==> src/rtl/eccerr_pkg.sv <==
package eccerr_pkg;
  localparam int COL_W  = 16;
  localparam int ROW_W  = 16;
  localparam int BANK_W = 3;
  localparam int RANK_W = 2;
  localparam int SYN_W  = 8;
  localparam int LOG_W  = 64;
  localparam int REG_W  = 32;

  typedef struct packed {
    logic [COL_W-1:0]  col;
    logic [ROW_W-1:0]  row;
    logic [BANK_W-1:0] bank;
    logic [RANK_W-1:0] rank;
    logic [SYN_W-1:0]  synd;
  } errloc_t;

  typedef struct packed {
    errloc_t loc;
    logic    ue;
    logic    ce;
  } errlog_t;

  // Field positions are fixed because host software decodes them.
  function automatic logic [LOG_W-1:0] pack_log(errlog_t l);
    logic [LOG_W-1:0] w;
    w = '0;
    w[63:48] = l.loc.col;
    w[47:32] = l.loc.row;
    w[31:29] = l.loc.bank;
    w[28:27] = l.loc.rank;
    w[23:16] = l.loc.synd;
    w[1]     = l.ue;
    w[0]     = l.ce;
    return w;
  endfunction
endpackage

==> src/rtl/eccerr_status.sv <==
module eccerr_status (
  input  logic       clk,
  input  logic       rst_n,
  input  logic       set_ce,
  input  logic       set_ue,
  input  logic       clr_ce,
  input  logic       clr_ue,
  output logic [1:0] sts_q
);
  logic [1:0] sts_d;

  // A new event outranks a clearing write in the same cycle.
  always_comb begin
    sts_d[0] = set_ce | (sts_q[0] & ~clr_ce);
    sts_d[1] = set_ue | (sts_q[1] & ~clr_ue);
  end

  always_ff @(posedge clk) begin
    if (!rst_n) sts_q <= '0;
    else        sts_q <= sts_d;
  end
endmodule

==> src/rtl/eccerr_chan_log.sv <==
module eccerr_chan_log
  import eccerr_pkg::*;
(
  input  logic    clk,
  input  logic    rst_n,
  input  logic    fire,
  input  logic    uncorr,
  input  errloc_t loc,
  input  logic    clr_ce,
  input  logic    clr_ue,
  output errlog_t log_q
);
  logic    take_ue, take_ce, ce_hit;
  errlog_t log_d;

  always_comb begin
    // Priority is judged against the contents held before this cycle.
    take_ue = fire & uncorr & ~log_q.ue;
    ce_hit  = fire & ~uncorr & ~log_q.ue;
    take_ce = ce_hit & ~log_q.ce;
    log_d.loc = (take_ue | take_ce) ? loc : log_q.loc;
    log_d.ue  = (fire & uncorr) | (log_q.ue & ~clr_ue);
    log_d.ce  = take_ue ? 1'b0 : (ce_hit | (log_q.ce & ~clr_ce));
  end

  always_ff @(posedge clk) begin
    if (!rst_n) log_q <= '0;
    else        log_q <= log_d;
  end
endmodule

==> src/rtl/eccerr_capture.sv <==
module eccerr_capture
  import eccerr_pkg::*;
#(
  parameter int NUM_CH = 2,
  parameter int ADDR_W = 3
) (
  input  logic                     clk,
  input  logic                     rst_n,
  input  logic                     dual_ch_en,
  input  logic [NUM_CH-1:0]        evt_valid,
  output logic [NUM_CH-1:0]        evt_ready,
  input  logic [NUM_CH-1:0]        evt_uncorr,
  input  logic [NUM_CH*SYN_W-1:0]  evt_synd,
  input  logic [NUM_CH*RANK_W-1:0] evt_rank,
  input  logic [NUM_CH*BANK_W-1:0] evt_bank,
  input  logic [NUM_CH*ROW_W-1:0]  evt_row,
  input  logic [NUM_CH*COL_W-1:0]  evt_col,
  input  logic                     reg_wr,
  input  logic                     reg_rd,
  input  logic [ADDR_W-1:0]        reg_addr,
  input  logic [REG_W-1:0]         reg_wdata,
  output logic [REG_W-1:0]         reg_rdata,
  output logic                     reg_rvalid
);
  localparam int HALF = LOG_W / 2;

  logic                    ready_q;
  logic [NUM_CH-1:0]       ch_fire;
  errlog_t                 ch_log [NUM_CH];
  logic [NUM_CH*LOG_W-1:0] log_flat;
  logic [1:0]              sts_q;
  logic                    wr_sts, clr_ce_all, clr_ue_all;
  logic [REG_W-1:0]        rd_mux;
  logic                    unused_wdata;

  assign unused_wdata = ^reg_wdata[REG_W-1:2];

  always_ff @(posedge clk) begin
    if (!rst_n) ready_q <= 1'b0;
    else        ready_q <= 1'b1;
  end
  assign evt_ready = {NUM_CH{ready_q}};

  assign wr_sts     = reg_wr && (reg_addr == '0);
  assign clr_ce_all = wr_sts & reg_wdata[0];
  assign clr_ue_all = wr_sts & reg_wdata[1];

  for (genvar c = 0; c < NUM_CH; c++) begin : g_ch
    localparam logic [ADDR_W-1:0] LO_A = ADDR_W'(1 + 2*c);
    errloc_t loc;
    logic    ch_on, wr_lo;

    assign ch_on = (c == 0) || dual_ch_en;
    assign wr_lo = reg_wr && (reg_addr == LO_A);
    assign loc.col  = evt_col [c*COL_W  +: COL_W];
    assign loc.row  = evt_row [c*ROW_W  +: ROW_W];
    assign loc.bank = evt_bank[c*BANK_W +: BANK_W];
    assign loc.rank = evt_rank[c*RANK_W +: RANK_W];
    assign loc.synd = evt_synd[c*SYN_W  +: SYN_W];
    assign ch_fire[c] = evt_valid[c] & ready_q & ch_on;

    eccerr_chan_log u_log (
      .clk    (clk),
      .rst_n  (rst_n),
      .fire   (ch_fire[c]),
      .uncorr (evt_uncorr[c]),
      .loc    (loc),
      .clr_ce (clr_ce_all | (wr_lo & reg_wdata[0])),
      .clr_ue (clr_ue_all | (wr_lo & reg_wdata[1])),
      .log_q  (ch_log[c])
    );

    assign log_flat[c*LOG_W +: LOG_W] = pack_log(ch_log[c]);
  end

  eccerr_status u_sts (
    .clk    (clk),
    .rst_n  (rst_n),
    .set_ce (|(ch_fire & ~evt_uncorr)),
    .set_ue (|(ch_fire & evt_uncorr)),
    .clr_ce (clr_ce_all),
    .clr_ue (clr_ue_all),
    .sts_q  (sts_q)
  );

  always_comb begin
    rd_mux = '0;
    if (reg_addr == '0) rd_mux = {{(REG_W-2){1'b0}}, sts_q};
    for (int c = 0; c < NUM_CH; c++) begin
      if (reg_addr == ADDR_W'(1 + 2*c)) rd_mux = log_flat[c*LOG_W +: HALF];
      if (reg_addr == ADDR_W'(2 + 2*c)) rd_mux = log_flat[c*LOG_W + HALF +: HALF];
    end
  end

  always_ff @(posedge clk) begin
    if (!rst_n) begin
      reg_rdata  <= '0;
      reg_rvalid <= 1'b0;
    end else begin
      reg_rvalid <= reg_rd;
      if (reg_rd) reg_rdata <= rd_mux;
    end
  end
endmodule

==> config.mk <==
export PLATFORM = sky130hd
export DESIGN_NAME = eccerr_capture
export DESIGN_NICKNAME = d
export VERILOG_FILES = /design/src/rtl/eccerr_pkg.sv /design/src/rtl/eccerr_status.sv /design/src/rtl/eccerr_chan_log.sv /design/src/rtl/eccerr_capture.sv
export SDC_FILE = /design/constraint.sdc
export NUM_CORES = 1
export LEC_CHECK = 0
export BUFFER_PORTS_ARGS = -buffer_cell sky130_fd_sc_hd__clkbuf_2
export CELL_PAD_IN_SITES_DETAIL_PLACEMENT = 0
export CELL_PAD_IN_SITES_GLOBAL_PLACEMENT = 1
export CORE_ASPECT_RATIO = 0.7
export CORE_MARGIN = 4
export CORE_UTILIZATION = 39
export DETAILED_ROUTE_END_ITERATION = 16
export GPL_ROUTABILITY_DRIVEN = 0
export PLACE_DENSITY = 0.78
export SLEW_MARGIN = 10
export SYNTH_ARGS = -nofsm -noshare
export SYNTH_HDL_FRONTEND = slang
export SYNTH_HIERARCHICAL = 1
export SYNTH_SLANG_ARGS = --single-unit
==> constraint.sdc <==
create_clock -name clk -period 1.65 [get_ports clk]
set_input_delay 0.33 -clock clk [delete_from_list [all_inputs] [get_ports clk]]
set_output_delay 0.33 -clock clk [all_outputs]
set_load 0.02 [all_outputs]
==> Word-level counts from Yosys, hierarchy flattened <==
Index checks and enable logic that the tools add are counted.
{ "word_totals": {"regBits": 130, "latchBits": 0, "ramBits": 0, "mem_bits_ro": 0, "inputBits": 134, "output_inout_bits": 35, "memories": 0} }
{ "op_classes": {"n_addsub": 0, "multipliers": 0, "n_div": 0, "n_lt_le_gt_ge": 0, "eq_ne": 4, "shift": 0, "n_mux": 6, "bitwise_logic": 53, "n_reduce_logical": 8} }
{ "op_table": {"columns": ["cell", "count"], "rows": [
  ["$mux W32", 4],
  ["$and A1 B1 Y1", 25],
  ["$not A1 Y1", 13],
  ["$or A1 B1 Y1", 12],
  ["$reduce_or A2 Y1", 4],
  ["$eq A3 B2 Y1 const B", 2],
  ["$and A2 B2 Y2", 2],
  ["$eq A3 B1 Y1 const B", 1],
  ["$eq A3 B3 Y1 const B", 1],
  ["$logic_and A1 B1 Y1", 3],
  ["$logic_not A3 Y1", 1],
  ["$mux W2", 1],
  ["$not A2 Y2", 1],
  ["$mux W1", 1]
]} }

==> Logic depth before layout (Yosys ltp) <==
{ "logic_depth": {"ltp_word": 7, "ltp_mapped": 7, "ltp_nobuf": 5} }

==> Hierarchy <==
Netlist, hierarchy kept.
{ "modules_own_cells": {"columns": ["mod", "n_inst", "cells_each", "area_per_inst_um2", "seq_area_each_um2"], "rows": [
  ["eccerr_chan_log", 2, 206, 1935.6, 940.9],
  ["eccerr_capture", 1, 216, 1906.8, 680.7],
  ["eccerr_status", 1, 6, 82.6, 40.0]
]} }

==> Least setup slack after synthesis <==
Ideal clock, no wire load.
{ "synth_timing": {"path_type": "in2reg", "start": "input reg_addr[0]", "end": "register g_ch[1].u_log/log_q[0] (netlist name)", "t_arrival_ns": 1.383, "required_ns": 1.535, "path_slack_ns": 0.152, "path_stages": 7, "path_buffers": 3, "path_cell_list": "buf_4 -> buf_2 -> buf_2 -> xor2_1 -> nor2_1 -> and3b_2 -> o21a_1"} }
{ "synth_via": {"elab_chain_cells": 7, "word_cells_on_any_way": 10} }
{ "synth_lines": {"columns": ["element", "line_no", "text"], "rows": [
  ["start: declaration", "eccerr_capture.sv:20", "input logic [ADDR_W-1:0] reg_addr,"],
  ["$eq A3 B2 Y1 or $logic_not A3 Y1 (tied branches)", "eccerr_capture.sv:54, eccerr_capture.sv:44", null],
  ["$logic_and A1 B1 Y1, on equally long branches", "eccerr_capture.sv:54, eccerr_capture.sv:44", null],
  ["$and A1 B1 Y1, on equally long branches", "eccerr_capture.sv:68, eccerr_capture.sv:45", null],
  ["$or A1 B1 Y1 (*)", "eccerr_capture.sv:68", ".clr_ce (clr_ce_all | (wr_lo & reg_wdata[0])),"],
  ["$not A1 Y1 (*)", "eccerr_chan_log.sv:23", "log_d.ce = take_ue ? 1'b0 : (ce_hit | (log_q.ce & ~clr_ce));"],
  ["$and A1 B1 Y1 (*)", "eccerr_chan_log.sv:23", null],
  ["$or A1 B1 Y1 (*)", "eccerr_chan_log.sv:23", null],
  ["end signal: assignment", "eccerr_chan_log.sv:28", "else log_q <= log_d;"],
  ["end: declaration", "eccerr_chan_log.sv:11", "output errlog_t log_q"]
]} }
Every way passes the cells marked *; elsewhere a longest branch is shown, timed or not.
A chain may end at the register's enable or synchronous reset.

==> Worst setup path after layout <==
{ "layout_timing": {"start": "register ready_q", "end": "register g_ch[1].u_log/log_q[24] (netlist name)"} }
{ "layout_via": {"elab_chain_cells": 6, "word_cells_on_any_way": 8} }
{ "layout_lines": {"columns": ["element", "line_no", "text"], "rows": [
  ["start: declaration", "eccerr_capture.sv:27", "logic ready_q;"],
  ["start signal: assignment", "eccerr_capture.sv:39", "if (!rst_n) ready_q <= 1'b0;"],
  ["start signal: assignment", "eccerr_capture.sv:40", "else ready_q <= 1'b1;"],
  ["$and A1 B1 Y1 (*) (2 in a row)", "eccerr_capture.sv:60", "assign ch_fire[c] = evt_valid[c] & ready_q & ch_on;"],
  ["net ch_fire[1]", "eccerr_capture.sv:28", "logic [NUM_CH-1:0] ch_fire;"],
  ["$and A1 B1 Y1 (2 in a row)", "eccerr_chan_log.sv:19", "ce_hit = fire & ~uncorr & ~log_q.ue;"],
  ["$and A1 B1 Y1", "eccerr_chan_log.sv:20", "take_ce = ce_hit & ~log_q.ce;"],
  ["$or A1 B1 Y1 (*)", "eccerr_chan_log.sv:21", "log_d.loc = (take_ue | take_ce) ? loc : log_q.loc;"]
]} }
Mark *: on every way through the listed nets, which the timed path passes. The rest lies on a longest branch.

==> impl_metrics.csv <==
group,metric,value,unit
clock_tree,h-tree-depth,4,
route,vias,4818,
sta,fin_crit_sh,91.6,%
route,viasPerCell,4.97,
logic_synthesis,synthTopCellsByCount,"nand2_1, dfxtp_1, mux2i_1, buf_2, and2_1",
global_routing,grt_pass1_vias,4988,
hold_path,hold_depth,3,
place,portBuffers,138,
logic_synthesis,yosys-top-cells-area,"dfxtp_1, mux2i_1, nand2_1, mux2_2, buf_12",
route,drt-initial-drc-count,249,
pwr,p_per_area,1130,mW/mm²
sta,period_needed,1.51,ns
sta,fin_ws,0.138,ns
route,wl,15700,µm
clock_tree,ctsHoldBuffers,0,
hold_path,hold_path_class,"input pin to flip-flop",
route,drtAntennaViolNets,0,
critical_path,crit_required,1.98,ns
sta,hold_viol,0,
critical_path,startpoint_type,"flip-flop",
sta,grt_setup_unrepaired,"false",
logic_synthesis,synth.cell_area,0.00586,mm²
floorplanning,die-width,155,µm
route,drc,0,
critical_path,reg2regPathDepth,6,
logic_synthesis,synthesis.nets,768,
sta,max_slew_margin,40.7,%
sta,fin_worst_skew,0.0112,ns
critical_path,worstSetupPathType,"flip-flop to flip-flop",
clock_tree,clk_pin_slew,0.06,ns
logic_synthesis,synth_edf_count,0,
global_routing,grt_max_degree,55,
critical_path,cp.arrival,1.84,ns
logic_synthesis,seq_area_frac_synth,44.4,%
logic_synthesis,yosysMostFrequentCell,"nand2_1",
floorplanning,pin_count,169,
place,dp_hpwl,10900,µm
clock_tree,clk_latency,0.41,ns
clock_tree,cts-resized-gates,0,
clock_tree,cts_root_buf,"clkbuf_16",
logic_synthesis,async_flop_share,0,%
logic_synthesis,ys_seq_elements,130,
sta,slew_viol_final,0,
cells_and_area,nNetsFinal,895,
clock_tree,clock_sinks,130,
clock_tree,clock_path_buffers,2,
critical_path,setup.reg_to_reg.worst_slack,0.14,ns
critical_path,r2r_end,"g_ch[1].u_log/log_q[24]",
hold_path,worstHoldStart,"evt_row[6]",
sta,worst_slew_pin_slew,0.886,ns
pwr,power.static_leakage,3.03,nW
critical_path,crit_fanout,25,
pwr,vdd_drop_max,597,µV
floorplanning,fp-row-count,37,
clock_tree,numCtsBuffers,17,
floorplanning,dieArea,0.0171,mm²
logic_synthesis,synth_flop_cell,"dfxtp_1",
status,outcome,"finished, final reports clean",
route,wl_per_cell,16.2,µm
critical_path,worstReg2RegStart,"ready_q",
floorplanning,start_util,39.8,%
logic_synthesis,yosys.area.top_type,"dfxtp_1",
logic_synthesis,yosys.area.top_type_share,44.4,%
pwr,total_power,8.27,mW
cells_and_area,n_antenna_cell,0,
floorplanning,coreArea,0.0147,mm²
cells_and_area,area_delta_synth_final,25.2,%
flow_run,drv_cap,0,
logic_synthesis,synth_cell_types,38,
route,first_pass_iters,5,
hold_path,hold_path_end,"g_ch[0].u_log/log_q[21]",
cells_and_area,post-route-util,49.8,%
critical_path,worstSetupEndpointType,"flip-flop",
floorplanning,die_y,111,µm
logic_synthesis,synthesis.instances,634,
global_routing,antenna_found_initial,0,
global_routing,grt_pass1_wl,25600,µm
logic_synthesis,syn_area_per_cell,9.24,µm²
cells_and_area,drive_above_1_share,28.3,%
logic_synthesis,ys_warn_count,6,
sta,fmax,662,MHz
clock_tree,postCtsSetupBuffers,0,
clock_tree,cts_tree,"done",
sta,finalSetupViolCount,0,
global_routing,gr-total-overflow,0,
place,place_ws,-0.0511,ns
global_routing,grt_use_total,18.4,%
-- report_power, final --
| group | switching (mW) | total, mW | internal (mW) |
|---|---|---|---|
| sequential | 0.0745 | 3.35 | 3.27 |
| clock | 1.43 | 4.13 | 2.70 |
| combinational | 0.444 | 0.796 | 0.352 |
-- critical path: stages, from the launching register on --
cell and delay (ns):
dfxtp_1 0.37, nand3_1 0.13, inv_1 0.17, nand2b_4 0.08, a21oi_4 0.18, buf_12 0.25, mux2i_1 0.24
-- cells by family (layout without fill, tap and decap cells) --
kind of cell / count (synthesis) / after routing / synth area share (%)
multiplexers: 105 / 105 / 18.3
XOR/XNOR: 1 / 1 / 0.149
AND/OR/NAND/NOR: 245 / 245 / 18.3
AO/OA/AOI/OAI: 94 / 94 / 11.5
buffers and inverters: 59 / 199 / 7.39
flip-flops: 130 / 130 / 44.4
-- sequential cells by signal, indices dropped and copies added, names as in the netlist --
| signal | count |
|---|---|
| ready_q | 1 |
| reg_rdata | 32 |
| u_sts/sts_q | 2 |
| reg_rvalid | 1 |
| g_ch.u_log/log_q | 94 |
-- placed cells by master, fill, tap and decap left out, drive strengths merged, types with 9 or more instances in the layout --
master | Yosys | layout
nand2 | 198 | 198
clkbuf | 12 | 158
dfxtp | 130 | 130
mux2i | 90 | 90
buf | 42 | 25
and2 | 18 | 18
a22oi | 17 | 17
o2bb2ai | 17 | 17
mux2 | 15 | 15
o21ai | 15 | 15
a31oi | 14 | 14
a32oi | 12 | 12
a21oi | 9 | 9
-- worst max path at each step --
| stage | end | cells past startpoint | slack, ns | from |
|---|---|---|---|---|
| floorplan | g_ch[1].u_log/log_q[0] | 7 | 0.15 | reg_addr[0] |
| global placement | reg_rdata[18] | 4 | -0.02 | reg_addr[2] |
| detailed placement | reg_rdata[18] | 4 | -0.05 | reg_addr[2] |
| CTS | g_ch[1].u_log/log_q[24] | 6 | 0.12 | ready_q |
| global route | g_ch[1].u_log/log_q[15] | 6 | 0.02 | ready_q |
| finish | g_ch[1].u_log/log_q[24] | 6 | 0.14 | ready_q |
-- per-stage QoR --
| stage | hold slack, ns | setup TNS [ns] | instance area, µm² | cells |
|---|---|---|---|---|
| CTS | 0.137 | 0 | 7340 | 969 |
| finish | 0.147 | 0 | 7340 | 969 |
| global route | 0.145 | 0 | 7340 | 969 |
| global placement | 0.440 | -0.0571 | 6680 | 937 |
| floorplan | 0.358 | 0 | 5860 | 634 |
| detailed placement | 0.445 | -0.411 | 6680 | 937 |
-- area by class of cell --
class	instances	area, µm²
clock inverter	11	175
tap	195	244
sequential	130	2600
fill	1415	7380
multi-input combinational	445	2840
inverter	5	18.8
clock buffer	21	480
timing repair buffer	162	977
-- routing by layer --
metal  up-vias  wire, µm  part of all wire [%]  GRT usage (%)
met4         0       195                   1.2           4.94
met3        15       958                   6.1           4.07
met1      2259      7770                    49           26.8
met5         -         0                     0              0
li1       2411         -                     -              -
met2       133      6820                    43           27.4
Power figures use the tool's default switching activity.
